[config.mk]
export PLATFORM = sky130hd
export DESIGN_NAME = nand_bus_ctrl
export DESIGN_NICKNAME = d
export VERILOG_FILES = /design/src/rtl/nbc_pkg.sv /design/src/rtl/nbc_rb_sync.sv /design/src/rtl/nbc_regfile.sv /design/src/rtl/nbc_strobe_gen.sv /design/src/rtl/nand_bus_ctrl.sv
export SDC_FILE = /design/constraint.sdc
export NUM_CORES = 1
export LEC_CHECK = 0
export ABC_AREA = 0
export BUFFER_PORTS_ARGS = -buffer_cell sky130_fd_sc_hd__buf_4
export CELL_PAD_IN_SITES_DETAIL_PLACEMENT = 2
export CELL_PAD_IN_SITES_GLOBAL_PLACEMENT = 2
export CORE_ASPECT_RATIO = 0.7
export CORE_UTILIZATION = 32
export DETAILED_ROUTE_END_ITERATION = 10
export PLACE_DENSITY = 0.95
export SLEW_MARGIN = 20
export SYNTH_ARGS = -nofsm -noshare
export SYNTH_HDL_FRONTEND = slang
export SYNTH_HIERARCHICAL = 1
export SYNTH_SLANG_ARGS = --single-unit
[constraint.sdc]
create_clock -name clk -period 7.3 [get_ports clk]
set_input_delay 0.73 -clock clk [delete_from_list [all_inputs] [get_ports clk]]
set_output_delay 0.73 -clock clk [all_outputs]
set_load 0.1 [all_outputs]
[src/rtl/nbc_pkg.sv]
package nbc_pkg;

    typedef enum logic [2:0] {
        RI_DATA   = 3'd0,
        RI_MODE   = 3'd1,
        RI_STAT   = 3'd2,
        RI_ISTAT  = 3'd3,
        RI_IMASK  = 3'd4,
        RI_TIMING = 3'd5,
        RI_SRST   = 3'd6,
        RI_NONE   = 3'd7
    } reg_idx_e;

    localparam int MB_CLE  = 0;
    localparam int MB_ALE  = 1;
    localparam int MB_CE   = 4;
    localparam int MB_WEG  = 7;
    localparam int SB_BUSY = 7;
    localparam int TB_HOLD = 4;

    typedef struct packed {
        logic wegate;
        logic ce;
        logic ale;
        logic cle;
    } mode_t;

    typedef enum logic [1:0] {
        SG_IDLE,
        SG_STROBE,
        SG_HOLD
    } sg_state_e;

    function automatic reg_idx_e decode_idx(input logic [7:0] off);
        if (off[1:0] != 2'b00 || off[7:5] != 3'b000 || off[4:2] == 3'd7)
            return RI_NONE;
        return reg_idx_e'(off[4:2]);
    endfunction

    function automatic logic [7:0] mode_byte(input mode_t m);
        logic [7:0] b;
        b = '0;
        b[MB_CLE] = m.cle;
        b[MB_ALE] = m.ale;
        b[MB_CE]  = m.ce;
        b[MB_WEG] = m.wegate;
        return b;
    endfunction

endpackage

[src/rtl/nbc_rb_sync.sv]
module nbc_rb_sync #(
    parameter int STAGES = 2
) (
    input  logic clk,
    input  logic rst,
    input  logic rb_n_in,
    output logic ready,
    output logic ready_rise
);
    logic [STAGES-1:0] sh;
    logic              prev;

    always_ff @(posedge clk) begin
        if (rst) begin
            sh   <= '1;
            prev <= 1'b1;
        end else begin
            sh   <= {sh[STAGES-2:0], rb_n_in};
            prev <= sh[STAGES-1];
        end
    end

    assign ready      = sh[STAGES-1];
    assign ready_rise = sh[STAGES-1] & ~prev;


    rise_single_chk: assert property (@(posedge clk) disable iff (rst)
        ready_rise |=> !ready_rise);

endmodule

[src/rtl/nbc_regfile.sv]
module nbc_regfile
    import nbc_pkg::*;
#(
    parameter int TIME_W     = 4,
    parameter int RST_CYCLES = 4
) (
    input  logic              clk,
    input  logic              rst,
    input  logic              wr_en,
    input  reg_idx_e          idx,
    input  logic [7:0]        wbyte,
    input  logic              ready_rise,
    output mode_t             mode,
    output logic [TIME_W-1:0] hold,
    output logic [TIME_W-1:0] spw,
    output logic              istat,
    output logic              imask,
    output logic              srst_busy
);
    localparam int RC_W = $clog2(RST_CYCLES + 1);

    logic [RC_W-1:0] rcnt;

    always_ff @(posedge clk) begin
        if (rst) begin
            mode      <= '0;
            hold      <= '0;
            spw       <= '0;
            istat     <= 1'b0;
            imask     <= 1'b0;
            srst_busy <= 1'b0;
            rcnt      <= '0;
        end else begin
            if (wr_en) begin
                case (idx)
                    RI_MODE: begin
                        mode.cle    <= wbyte[MB_CLE];
                        mode.ale    <= wbyte[MB_ALE];
                        mode.ce     <= wbyte[MB_CE];
                        mode.wegate <= wbyte[MB_WEG];
                    end
                    RI_TIMING: begin
                        hold <= wbyte[TB_HOLD +: TIME_W];
                        spw  <= wbyte[0 +: TIME_W];
                    end
                    RI_IMASK: imask <= wbyte[0];
                    RI_ISTAT: if (wbyte[0]) istat <= 1'b0;
                    RI_SRST: begin
                        if (wbyte[0] && !srst_busy) begin
                            srst_busy <= 1'b1;
                            rcnt      <= RC_W'(RST_CYCLES - 1);
                        end
                    end
                    default: ;
                endcase
            end
            if (ready_rise)
                istat <= 1'b1;
            if (srst_busy) begin
                if (rcnt == '0) begin
                    srst_busy <= 1'b0;
                    mode      <= '0;
                    hold      <= '0;
                    spw       <= '0;
                    istat     <= 1'b0;
                    imask     <= 1'b0;
                end else begin
                    rcnt <= rcnt - 1'b1;
                end
            end
        end
    end


    flag_sets_chk: assert property (@(posedge clk) disable iff (rst)
        (ready_rise && !(srst_busy && rcnt == '0)) |=> istat);


    srst_clears_chk: assert property (@(posedge clk) disable iff (rst)
        (srst_busy && rcnt == '0) |=> (!srst_busy && mode == '0 && hold == '0 && spw == '0 && !imask));

endmodule

[src/rtl/nbc_strobe_gen.sv]
module nbc_strobe_gen
    import nbc_pkg::*;
#(
    parameter int TIME_W  = 4,
    parameter int FLASH_W = 8
) (
    input  logic               clk,
    input  logic               rst,
    input  logic               start,
    input  logic               start_read,
    input  logic [FLASH_W-1:0] wbyte,
    input  logic [TIME_W-1:0]  hold,
    input  logic [TIME_W-1:0]  spw,
    input  logic [FLASH_W-1:0] dq_in,
    output logic               we_n,
    output logic               re_n,
    output logic [FLASH_W-1:0] dq_out,
    output logic               dq_oe,
    output logic               busy,
    output logic               finish,
    output logic [FLASH_W-1:0] rd_byte
);
    localparam int CNT_W = TIME_W + 1;

    sg_state_e          state;
    logic [CNT_W-1:0]   cnt;
    logic [TIME_W-1:0]  hold_q;
    logic               is_rd;

    always_ff @(posedge clk) begin
        if (rst) begin
            state   <= SG_IDLE;
            cnt     <= '0;
            hold_q  <= '0;
            is_rd   <= 1'b0;
            dq_out  <= '0;
            rd_byte <= '0;
        end else begin
            case (state)
                SG_IDLE: begin
                    if (start) begin
                        state  <= SG_STROBE;
                        cnt    <= CNT_W'(spw);
                        hold_q <= hold;
                        is_rd  <= start_read;
                        if (!start_read)
                            dq_out <= wbyte;
                    end
                end
                SG_STROBE: begin
                    if (cnt == '0) begin
                        state <= SG_HOLD;
                        cnt   <= CNT_W'(hold_q) + 1'b1;
                        if (is_rd)
                            rd_byte <= dq_in;
                    end else begin
                        cnt <= cnt - 1'b1;
                    end
                end
                SG_HOLD: begin
                    if (cnt == '0)
                        state <= SG_IDLE;
                    else
                        cnt <= cnt - 1'b1;
                end
                default: state <= SG_IDLE;
            endcase
        end
    end

    assign busy   = (state != SG_IDLE);
    assign finish = (state == SG_HOLD) && (cnt == '0);
    assign we_n   = !((state == SG_STROBE) && !is_rd);
    assign re_n   = !((state == SG_STROBE) && is_rd);
    assign dq_oe  = busy && !is_rd;


    strobe_excl_chk: assert property (@(posedge clk) disable iff (rst)
        !(!we_n && !re_n));


    strobe_runs_chk: assert property (@(posedge clk) disable iff (rst)
        (state == SG_STROBE && cnt != '0) |=> (state == SG_STROBE && cnt == $past(cnt) - 1'b1));


    start_idle_chk: assert property (@(posedge clk) disable iff (rst)
        start |-> (state == SG_IDLE));

endmodule

[src/rtl/nand_bus_ctrl.sv]
module nand_bus_ctrl
    import nbc_pkg::*;
#(
    parameter int DATA_W      = 32,
    parameter int ADDR_W      = 5,
    parameter int FLASH_W     = 8,
    parameter int TIME_W      = 4,
    parameter int RST_CYCLES  = 4,
    parameter int SYNC_STAGES = 2
) (
    input  logic               clk,
    input  logic               rst,
    input  logic               bus_req,
    input  logic               bus_wr,
    input  logic [ADDR_W-1:0]  bus_addr,
    input  logic [DATA_W-1:0]  bus_wdata,
    output logic [DATA_W-1:0]  bus_rdata,
    output logic               bus_ack,
    output logic               nf_ce_n,
    output logic               nf_cle,
    output logic               nf_ale,
    output logic               nf_we_n,
    output logic               nf_re_n,
    output logic [FLASH_W-1:0] nf_dq_out,
    output logic               nf_dq_oe,
    input  logic [FLASH_W-1:0] nf_dq_in,
    input  logic               nf_rb_n,
    output logic               irq
);
    localparam int REG_BYTE = 8;

    reg_idx_e            idx;
    logic                accept;
    logic                is_data;
    logic                wr_may_strobe;
    logic                sg_start;
    logic                sg_busy;
    logic                sg_finish;
    logic [FLASH_W-1:0]  sg_rd_byte;
    mode_t               mode;
    logic [TIME_W-1:0]   hold;
    logic [TIME_W-1:0]   spw;
    logic                istat;
    logic                imask;
    logic                srst_busy;
    logic                ready;
    logic                ready_rise;
    logic                ack_q;
    logic [DATA_W-1:0]   rdata_q;
    logic [DATA_W-1:0]   rd_mux;
    logic                unused_wdata_hi;

    assign unused_wdata_hi = ^bus_wdata[DATA_W-1:REG_BYTE];

    assign idx           = decode_idx(8'(bus_addr));
    assign accept        = bus_req && !ack_q && !sg_busy;
    assign is_data       = (idx == RI_DATA);
    assign wr_may_strobe = mode.cle || mode.ale || mode.wegate;
    assign sg_start      = accept && is_data && (!bus_wr || wr_may_strobe);

    nbc_rb_sync #(
        .STAGES(SYNC_STAGES)
    ) u_sync (
        .clk        (clk),
        .rst        (rst),
        .rb_n_in    (nf_rb_n),
        .ready      (ready),
        .ready_rise (ready_rise)
    );

    nbc_regfile #(
        .TIME_W     (TIME_W),
        .RST_CYCLES (RST_CYCLES)
    ) u_regs (
        .clk        (clk),
        .rst        (rst),
        .wr_en      (accept && bus_wr),
        .idx        (idx),
        .wbyte      (bus_wdata[REG_BYTE-1:0]),
        .ready_rise (ready_rise),
        .mode       (mode),
        .hold       (hold),
        .spw        (spw),
        .istat      (istat),
        .imask      (imask),
        .srst_busy  (srst_busy)
    );

    nbc_strobe_gen #(
        .TIME_W  (TIME_W),
        .FLASH_W (FLASH_W)
    ) u_strobe (
        .clk        (clk),
        .rst        (rst),
        .start      (sg_start),
        .start_read (!bus_wr),
        .wbyte      (bus_wdata[FLASH_W-1:0]),
        .hold       (hold),
        .spw        (spw),
        .dq_in      (nf_dq_in),
        .we_n       (nf_we_n),
        .re_n       (nf_re_n),
        .dq_out     (nf_dq_out),
        .dq_oe      (nf_dq_oe),
        .busy       (sg_busy),
        .finish     (sg_finish),
        .rd_byte    (sg_rd_byte)
    );

    always_comb begin
        rd_mux = '0;
        case (idx)
            RI_MODE:   rd_mux = DATA_W'(mode_byte(mode));
            RI_STAT:   rd_mux[SB_BUSY] = ~ready;
            RI_ISTAT:  rd_mux[0] = istat;
            RI_IMASK:  rd_mux[0] = imask;
            RI_TIMING: rd_mux = DATA_W'({hold, spw});
            RI_SRST:   rd_mux[0] = srst_busy;
            default:   rd_mux = '0;
        endcase
    end

    always_ff @(posedge clk) begin
        if (rst) begin
            ack_q   <= 1'b0;
            rdata_q <= '0;
        end else begin
            ack_q <= 1'b0;
            if (sg_finish) begin
                ack_q   <= 1'b1;
                rdata_q <= DATA_W'(sg_rd_byte);
            end else if (accept && !sg_start) begin
                ack_q   <= 1'b1;
                rdata_q <= bus_wr ? '0 : rd_mux;
            end
        end
    end

    assign bus_ack   = ack_q;
    assign bus_rdata = rdata_q;
    assign nf_ce_n   = ~mode.ce;
    assign nf_cle    = mode.cle;
    assign nf_ale    = mode.ale;
    assign irq       = istat & imask;


    ack_pulse_chk: assert property (@(posedge clk) disable iff (rst)
        bus_ack |=> !bus_ack);


    drive_on_write_chk: assert property (@(posedge clk) disable iff (rst)
        !nf_we_n |-> nf_dq_oe);

endmodule

# Yosys cells after proc, flatten, opt, wreduce, memory -nomap -nowiden
# Index checks and enable logic that the tools add are counted.
# totals
word_cells	128
ff_bits	58
# classes
n_eq_ne	13
mux	51
n_reduce_logical	36
n_addsub	3
bitwise_logic	5
# op_table
op	n
two-way mux 4 bit	12
two-way mux 8 bit	3
two-way mux 3 bit	7
two-way mux 1 bit	18
two-way mux 5 bit	3
one-hot mux 5 bit (3 select lines)	1
equality test 3 bit (second input constant)	4
one-hot mux 6 bit (2 select lines)	1
AND reduction 3 bit	4
logical AND 1 bit	11
zero test 1 bit	8
equality test 3 x 2 -> 1 bit (second input constant)	2
zero test 3 bit	2
two-way mux 2 bit	3
one-hot mux 2 bit (3 select lines)	1
nonzero test 2 bit	3
adder 4 x 1 -> 5 bit (second input constant)	1
zero test 5 bit	1
one-hot mux 1 bit (5 select lines)	1
subtractor 5 x 1 -> 5 bit (second input constant)	1
logical OR 1 bit	4
!= test 2 x 1 -> 1 bit (second input constant)	2
!= test 2 bit (second input constant)	2
equality test 3 x 1 -> 1 bit (second input constant)	1
other kinds (9)	12

# Depth between registers and ports, before layout
# Gate-level depths: netlist of the first run.
# depth
word_depth	11
ltp_mapped	13

# Modules after synthesis
# The synthesis of the first run kept the hierarchy.
# modules_own_cells
module	instances	cells_per_inst	seq_area_each_um2	area_per_inst_um2
nbc_strobe_gen	1	160	560.5	1373.8
nand_bus_ctrl	1	101	180.2	832.0
nbc_regfile	1	84	360.3	787.0
nbc_rb_sync	1	7	60.1	85.1

# Least setup slack after synthesis of the first run
# OpenSTA, ideal clock, no wires.
# synth_timing
path_type	flip-flop to output port
startpoint	register u_strobe.state[0]
endpoint	output nf_dq_oe
required_ns	6.570
arrival_time_ns	2.020
slack_ns	4.550
path_stages_with_launch	5
path_cell_list	dfxtp_1 -> inv_1 -> ha_1 -> buf_2 -> nor2_1
# synth_via
elab_chain_cells	2
# synth_rtl
item	line	rtl
from (decl)	nbc_strobe_gen.sv:25	sg_state_e state;
from (signal assigned)	nbc_strobe_gen.sv:32	state <= SG_IDLE;
from (signal assigned)	nbc_strobe_gen.sv:42	state <= SG_STROBE;
from (signal assigned)	nbc_strobe_gen.sv:52	state <= SG_HOLD;
nonzero test 2 bit	nbc_strobe_gen.sv:71	assign busy = (state != SG_IDLE);
logical AND 1 bit	nbc_strobe_gen.sv:75	assign dq_oe = busy && !is_rd;
to (decl)	nand_bus_ctrl.sv:25	output logic nf_dq_oe,
# No other way between the ends.

# Worst setup path after layout of the first run
# layout_timing
startpoint	register u_strobe.state[1]
endpoint	register u_strobe.cnt[2]
# layout_via
elab_chain_cells	7
# layout_rtl
item	line	rtl
nonzero test 2 bit	nbc_strobe_gen.sv:71	
via sg_busy	nand_bus_ctrl.sv:37	logic sg_busy;
zero test 1 bit	nand_bus_ctrl.sv:56	assign accept = bus_req && !ack_q && !sg_busy;
logical AND 1 bit	nand_bus_ctrl.sv:56	
logical AND 1 bit (2 in a row)	nand_bus_ctrl.sv:59	assign sg_start = accept && is_data && (!bus_wr || wr_may_strobe);
via sg_start	nand_bus_ctrl.sv:36	logic sg_start;
!= test 2 bit (no source line)	n/a	
AND reduction 3 bit (no source line)	n/a	
to (signal assigned)	nbc_strobe_gen.sv:53	cnt <= CNT_W'(hold_q) + 1'b1;
to (signal assigned)	nbc_strobe_gen.sv:57	cnt <= cnt - 1'b1;
to (signal assigned)	nbc_strobe_gen.sv:64	cnt <= cnt - 1'b1;
to (decl)	nbc_strobe_gen.sv:26	logic [CNT_W-1:0] cnt;
# The timed path passes the listed nets, and every way through them passes these cells.
# A chain may end at the register's enable or synchronous reset.

==> results of run 1 <==
layout by cell type (no fill, tap or decap), drive strengths merged, types with 3 or more instances in the layout:
master  synthesis  layout
conb            1      24
mux2i          21      21
inv            17      17
nand2          53      53
nor3b           5       5
nand3          13      13
nor2           26      26
o32ai           3       3
o31ai           3       3
dfxtp          58      58
or2             5       5
a311oi          6       6
nor4b           3       3
nand2b          5       5
a21o            5       5
ha              9       9
a221oi          6       6
nor3            7       7
clkinv          0       4
or3             4       4
a21oi          24      24
buf            30      51
o21ai           3       3
nor2b           6       6
clkbuf          7      10
worst paths after layout:
check	slack [ps]	cells after the start	endpoint
setup / recovery	3930	11	u_strobe/cnt[2]$_SDFFE_PP0P_
hold / removal	410	1	u_sync/sh[1]$_SDFF_PP1_
setup reg to reg	3930	11	u_strobe/cnt[2]$_SDFFE_PP0P_
hold reg to reg	410	1	u_sync/sh[1]$_SDFF_PP1_
sequential cells by signal (all words and copies together) (netlist names), 3 cells and up:
register	flops
u_strobe/dq_out	8
u_strobe/rd_byte	8
u_regs/spw	4
u_regs/mode	4
u_regs/rcnt	3
u_strobe/cnt	5
u_regs/hold	4
u_strobe/hold_q	4
bus_rdata	8
power by group:
group / switching, W / total [W] / internal [W]
Sequential: 0.0000158 / 0.000345 / 0.000329
Clock: 0.000154 / 0.000387 / 0.000232
Combinational: 0.000232 / 0.000307 / 0.0000749
stage by stage:
| stage | hold WS [ps] | std cells | cell area, sq um | power (W) |
|---|---|---|---|---|
| after global placement | 392 | 513 | 3450 | 0.000631 |
| after global routing | 422 | 527 | 3710 | 0.00107 |
| after detailed placement | 406 | 513 | 3450 | 0.000645 |
| after CTS | 418 | 527 | 3710 | 0.00104 |
| after floorplan | 385 | 375 | 3160 | 0.000594 |
| final | 409 | 527 | 3710 | 0.00104 |
final cells by class:
class / instances / area (sq um) / share of cell area, %
Clock inverter: 4 / 20.0 / 0.540
Sequential cell: 58 / 1160 / 31.3
Clock buffer: 10 / 239 / 6.44
Tap cell: 124 / 155 / 4.18
Multi-Input combinational cell: 263 / 1690 / 45.5
Inverter: 17 / 63.8 / 1.72
Timing Repair Buffer: 51 / 383 / 10.3
per-layer routing:
metal / wire length [um] / GRT usage (%)
met4: 202 / 6.79
met3: 464 / 5.19
met2: 5880 / 41.3
met1: 4810 / 28.8
met5: 0 / 0
kinds of logic after synthesis:
kind of cell / Yosys count / synth area share (%)
AND/OR/NAND/NOR: 141 / 24.6
AO/OA/AOI/OAI: 64 / 15.7
flip-flops: 58 / 37.7
buffers and inverters: 54 / 10.2
multiplexers: 21 / 6.83
adder cells (fa/ha/maj): 9 / 3.66
XOR/XNOR: 4 / 1.14
other: 1 / 0.122
==> impl_metrics.csv, run 1 <==
group,metric,value,unit
clocking,hold_buffers,0,
sta,drv_slew,0,
power_and_ir_drop,powerDensity,280,mW/mm^2
sta,fin_crit,3370,ps
die,rows,29,
drt,drt-wirelength-per-cell,21.5,um
drt,detail-route-antenna-nets,0,
synthesis,async_flop_share,0,%
clocking,clk_pin_slew_worst_paths,50,ps
sta,fmax,0.297,GHz
critical_path,required,7530,ps
grt,grt_use_total,23.6,%
critical_path,crit_fanout,9,
final_layout,drive_gt1_share,20.1,%
drt,viasPerCell,5.30,
synthesis,ys.flop_type,"dfxtp_1",
synthesis,yosysMostFrequentCell,"dfxtp_1",
critical_path,critical-path-max-stage-delay,690,ps
synthesis,yosys.area.top_type,"dfxtp_1",
sta,final.period_utilization,46.2,%
sta,rsz0062_at_grt,"no",
placement,hpwl,6900,um
critical_path,criticalPathCategory,"reg2reg",
run,drv_cap,0,
clocking,cts_resized,0,
sta,setup_violations,0,
grt,antenna_found_initial,0,
critical_path,cp_slowest_cell,"a211oi_1",
final_layout,synthToLayoutAreaGrowth,20.5,%
clocking,cts_setup_buffers,0,
power_and_ir_drop,ir_drop,0.146,mV
critical_path,cp_top_family,"simple AND/OR/NAND/NOR gates",
synthesis,yosys_warnings,6,
die,die_w,119,um
synthesis,synth_area_leaders,"dfxtp_1, mux2i_1, nand2_1",
final_layout,fillers,1027,
die,core_area,0.00922,sq mm
sta,skew,11.3,ps
placement,port_buffers,49,
synthesis,netlist_instances,352,
clocking,clk_latency,330,ps
sta,setup_slack,3930,ps
critical_path,worst-path-buf-inv,3,
placement,dp_slack,4080,ps
drt,vias,2791,
clocking,clockBufferDepth,2,
synthesis,synth_cell_types,60,
drt,routed_wl,11400,um
grt,grt_pass1_vias,3061,
clocking,cts.sinks,58,
sta,tightest_slew,805,ps
clocking,tritoncts,"yes",
synthesis,syn_avg_cell_area,8.74,sq um
power_and_ir_drop,p_leak,1.43,nW
critical_path,crit_path_end_kind,"flip-flop",
critical_path,rr_startpoint,"u_strobe/state[1]$_SDFFE_PP0P_",
critical_path,cpMostUsedCell,"inv_1",
critical_path,cp-start-kind,"flip-flop",
grt,grt_pass1_wl,17700,um
synthesis,synth-edff-count,0,
die,die_h,84.1,um
grt,grt_max_degree,48,
synthesis,ys_ff_latch,58,
clocking,root_buffer,"clkbuf_16",
drt,drc,0,
synthesis,synth_top_area_share,37.7,%
final_layout,diodes,0,
worst_hold_path,worstHoldStart,"u_sync/sh[0]$_SDFF_PP1_",
clocking,htreeDepth,3,
clocking,cts_buffers,9,
drt,drt-pass1-iter-count,4,
die,die_area,0.0100,sq mm
critical_path,worstPathCellList,"inv_1, ha_1, inv_1, nor3b_2, nand2_1, nor3_1, buf_4, nor2b_1, a211oi_1, nor2_1, a311oi_1",
final_layout,final_nets,459,
die,io_pins,98,
placement,place.gp.congestion,0.833,
critical_path,arrival,3600,ps
sta,slew_headroom,46.0,%
run_status,status,"completed",
sta,fin_setup_tns,0,ps
synthesis,syn-cell-area,0.00308,sq mm
synthesis,ys_seq_area_share,37.7,%
critical_path,startpoint,"u_strobe/state[1]$_SDFFE_PP0P_",
final_layout,final_util,40.3,%
sta,finalHoldViolations,0,
die,initial_core_util,33.4,%
grt,grt_overflow_total,0,
synthesis,synth_common_cells,"dfxtp_1, nand2_1, buf_4, nor2_1, a21oi_1",
drt,dr.first_iter.drc_count,133,
worst_hold_path,min_path_type,"reg2reg",
Power figures use the tool's default switching activity.
==> inputs of run 2 (changes only) <==
--- a/config.mk
+++ b/config.mk
@@ -5,14 +5,14 @@
 export SDC_FILE = /design/constraint.sdc
 export NUM_CORES = 1
 export LEC_CHECK = 0
-export ABC_AREA = 0
+export ABC_AREA = 1
 export BUFFER_PORTS_ARGS = -buffer_cell sky130_fd_sc_hd__buf_4
 export CELL_PAD_IN_SITES_DETAIL_PLACEMENT = 2
 export CELL_PAD_IN_SITES_GLOBAL_PLACEMENT = 2
 export CORE_ASPECT_RATIO = 0.7
-export CORE_UTILIZATION = 32
+export CORE_UTILIZATION = 24
 export DETAILED_ROUTE_END_ITERATION = 10
-export PLACE_DENSITY = 0.95
+export PLACE_DENSITY = 0.85
 export SLEW_MARGIN = 20
 export SYNTH_ARGS = -nofsm -noshare
 export SYNTH_HDL_FRONTEND = slang
==> constraint.sdc (replaced) <==
create_clock -name clk -period 2.71 [get_ports clk]
set_input_delay 0.271 -clock clk [delete_from_list [all_inputs] [get_ports clk]]
set_output_delay 0.271 -clock clk [all_outputs]
set_load 0.1 [all_outputs]
==> run 2 against run 1 <==
Against the previous run: sequential share of layout area decreased by 2.1 points; clock skew decreased by 2.9 ps; fmax increased by 38%; area after synthesis increased by 4.8%; power increased to 3.3 times the previous value; first-iteration DRC count decreased by 35%; wire length decreased by 3.5%; worst setup slack got worse by 3700 ps; sequential power increased to 2.8 times the previous value; critical endpoint is now u_strobe/dq_out[7]$_SDFFE_PP0P_; largest cell class unchanged; highest routed layer unchanged.
==> impl_metrics.csv, run 2 <==
group,metric,value,unit
run_status,status,"completed",
grt,grt_pass1_wl,17900,um
die,die_area,0.0139,sq mm
sta,fmax,0.411,GHz
sta,setup_violations,0,
die,die_w,141,um
power_and_ir_drop,total_power,0.00344,W
die,rows,35,
sta,tightest_slew,723,ps
placement,port_buffers,49,
drt,routed.top_layer,"met4",
synthesis,ys.flop_type,"dfxtp_1",
drt,drt-pass1-iter-count,4,
power_and_ir_drop,ir_drop,0.294,mV
clocking,cts_buffers,9,
power_and_ir_drop,p_int,0.00199,W
power_and_ir_drop,p_seq_share,27.8,%
clocking,htreeDepth,3,
synthesis,yosys.area.top_type,"dfxtp_1",
drt,detail-route-antenna-nets,0,
power_and_ir_drop,p_clk_share,34.0,%
synthesis,yosys_warnings,6,
final_layout,diodes,0,
drt,dr.first_iter.drc_count,86,
critical_path,startpoint,"u_strobe/state[0]$_SDFFE_PP0P_",
clocking,clockBufferDepth,2,
final_layout,fillers,1566,
drt,wl_met3,491,um
synthesis,synth_area_leaders,"dfxtp_1, nand2_1, nor2_1",
clocking,clk_pin_slew_worst_paths,50,ps
grt,antenna_found_initial,0,
final_layout,final_cell_mix,"nand2_1, nor2_1, inv_1, dfxtp_1, buf_4",
clocking,cts.sinks,58,
drt,viasPerCell,4.46,
placement,hpwl,8200,um
critical_path,arrival,2660,ps
clocking,hold_buffers,0,
final_layout,final_util,30.3,%
sta,finalHoldViolations,0,
power_and_ir_drop,p_leak,1.95,nW
worst_hold_path,worstHoldStart,"nf_rb_n",
placement,place.gp.congestion,0.791,
sta,drv_slew,0,
run,drv_cap,0,
critical_path,cpMostUsedCell,"inv_1",
critical_path,cp-start-kind,"flip-flop",
critical_path,criticalPathCategory,"reg2reg",
drt,drt-wirelength-per-cell,15.5,um
sta,slew_headroom,51.7,%
critical_path,worstPathCellList,"inv_1, ha_1, inv_1, inv_1, nand3b_1, nor3_2, nand2_1, nor2_2, inv_1, nor2_1, nor2_1",
critical_path,crit_fanout,8,
critical_path,required,2930,ps
critical_path,critical-path-max-stage-delay,340,ps
power_and_ir_drop,p_sw_share,42.2,%
grt,grt_use_total,16.7,%
grt,grt_overflow_total,0,
grt,grt_pass1_vias,3442,
synthesis,syn-cell-area,0.00323,sq mm
synthesis,ys_seq_area_share,36.0,%
synthesis,yosysMostFrequentCell,"nand2_1",
synthesis,async_flop_share,0,%
drt,drc,0,
clocking,tritoncts,"yes",
synthesis,syn_avg_cell_area,6.69,sq um
synthesis,synth_top_area_share,36.0,%
sta,fin_setup_tns,0,ps
drt,wl_met1,5080,um
critical_path,cp_slowest_cell,"dfxtp_1",
synthesis,synth_common_cells,"nand2_1, nor2_1, inv_1, dfxtp_1, o21ai_0",
critical_path,crit_path_end_kind,"flip-flop",
final_layout,final_common_cell,"nand2_1",
power_and_ir_drop,combPwrFrac,38.2,%
power_and_ir_drop,power.switching,0.00145,W
die,core_area,0.0131,sq mm
critical_path,rr_startpoint,"u_strobe/state[0]$_SDFFE_PP0P_",
final_layout,drive_gt1_share,17.0,%
sta,fin_crit,2440,ps
drt,vias,3161,
synthesis,synth-edff-count,0,
sta,rsz0062_at_grt,"no",
synthesis,synth_cell_types,37,
sta,skew,8.49,ps
drt,dr_wl_met2,5360,um
final_layout,synthToLayoutAreaGrowth,23.4,%
die,die_h,99.0,um
clocking,clk_latency,330,ps
die,initial_core_util,24.6,%
worst_hold_path,min_path_type,"in2reg",
clocking,root_buffer,"clkbuf_16",
grt,grt_max_degree,25,
power_and_ir_drop,powerDensity,865,mW/mm^2
synthesis,netlist_instances,482,
sta,final.period_utilization,89.9,%
die,io_pins,98,
final_layout,final_nets,596,
drt,routed_wl,11000,um
synthesis,ys_ff_latch,58,
## run 2: changes by cell type after synthesis, moves of 11 or more
cell / change
o21ai_0: +25
mux2i_1: -21
nor2_1: +74
nand2_1: +55
inv_1: +45
nand3_1: +14
nand4_1: +11
## run 2: what timing repair did
item	CTS	global route
setup endpoints to repair	0	8
setup buffers	0	0
gates resized for setup	0	2
## run 2: cell families (layout without fill, tap and decap cells)
family	count (synthesis)	in the layout	synth area share [%]
xor gates and xnor gates	1	1	0.272
other	1	24	0.116
AOI/OAI and AO/OA	52	52	9.15
and+or+nand+nor	263	263	35.6
DFF	58	58	36.0
adders and majority gates	9	9	3.49
buffers and inverters	98	135	15.3
## run 2: worst max-delay path: cells and delay by family (launching register included)
kind,cells,cell delay (ps)
DFF,1,340
and+or+nand+nor,6,1200
adders and majority gates,1,270
buffers and inverters,4,520
## run 2: worst paths after layout
path / to / cells past startpoint / slack (ps)
hold reg to reg: u_sync/sh[1]$_SDFF_PP1_ / 2 / 410
hold / removal: u_sync/sh[0]$_SDFF_PP1_ / 3 / 120
setup / recovery: u_strobe/dq_out[7]$_SDFFE_PP0P_ / 11 / 270
setup reg to reg: u_strobe/dq_out[7]$_SDFFE_PP0P_ / 11 / 270
## run 2: stage by stage
stage | instance area, sq um | hold WS, ps | cells | worst slack [ps]
finish | 3980 | 119 | 708 | 274
global route | 3980 | 122 | 708 | 122
CTS | 3970 | 106 | 708 | 37.7
detailed placement | 3670 | 402 | 692 | 362
global placement | 3670 | 386 | 692 | 545
floorplan | 3310 | 340 | 505 | 331
## run 2: power groups by stage
stage / clock network, W / logic [W] / registers (W)
after floorplan: 0 / 0.000952 / 0.00104
after global placement: 0 / 0.00125 / 0.000968
after detailed placement: 0 / 0.00130 / 0.000973
after CTS: 0.00121 / 0.00133 / 0.000957
after global routing: 0.00125 / 0.00145 / 0.000963
final: 0.00117 / 0.00132 / 0.000956
## run 2: metal layers
metal	vias up	GRT usage, %
li1	1567	-
met1	1533	20.3
met2	57	29.2
met3	4	5.39
met4	0	3.01
met5	-	0
## run 2: cell type report
type                    count  area (sq um)  share of cell area (%)
multi-input cells         349          1660                    41.8
inverters                  68           258                    6.48
clock inverters             4          50.0                    1.26
repair buffers             51           383                    9.62
well taps                 166           208                    5.22
clock buffers              12           256                    6.44
flip-flops and latches     58          1160                    29.2
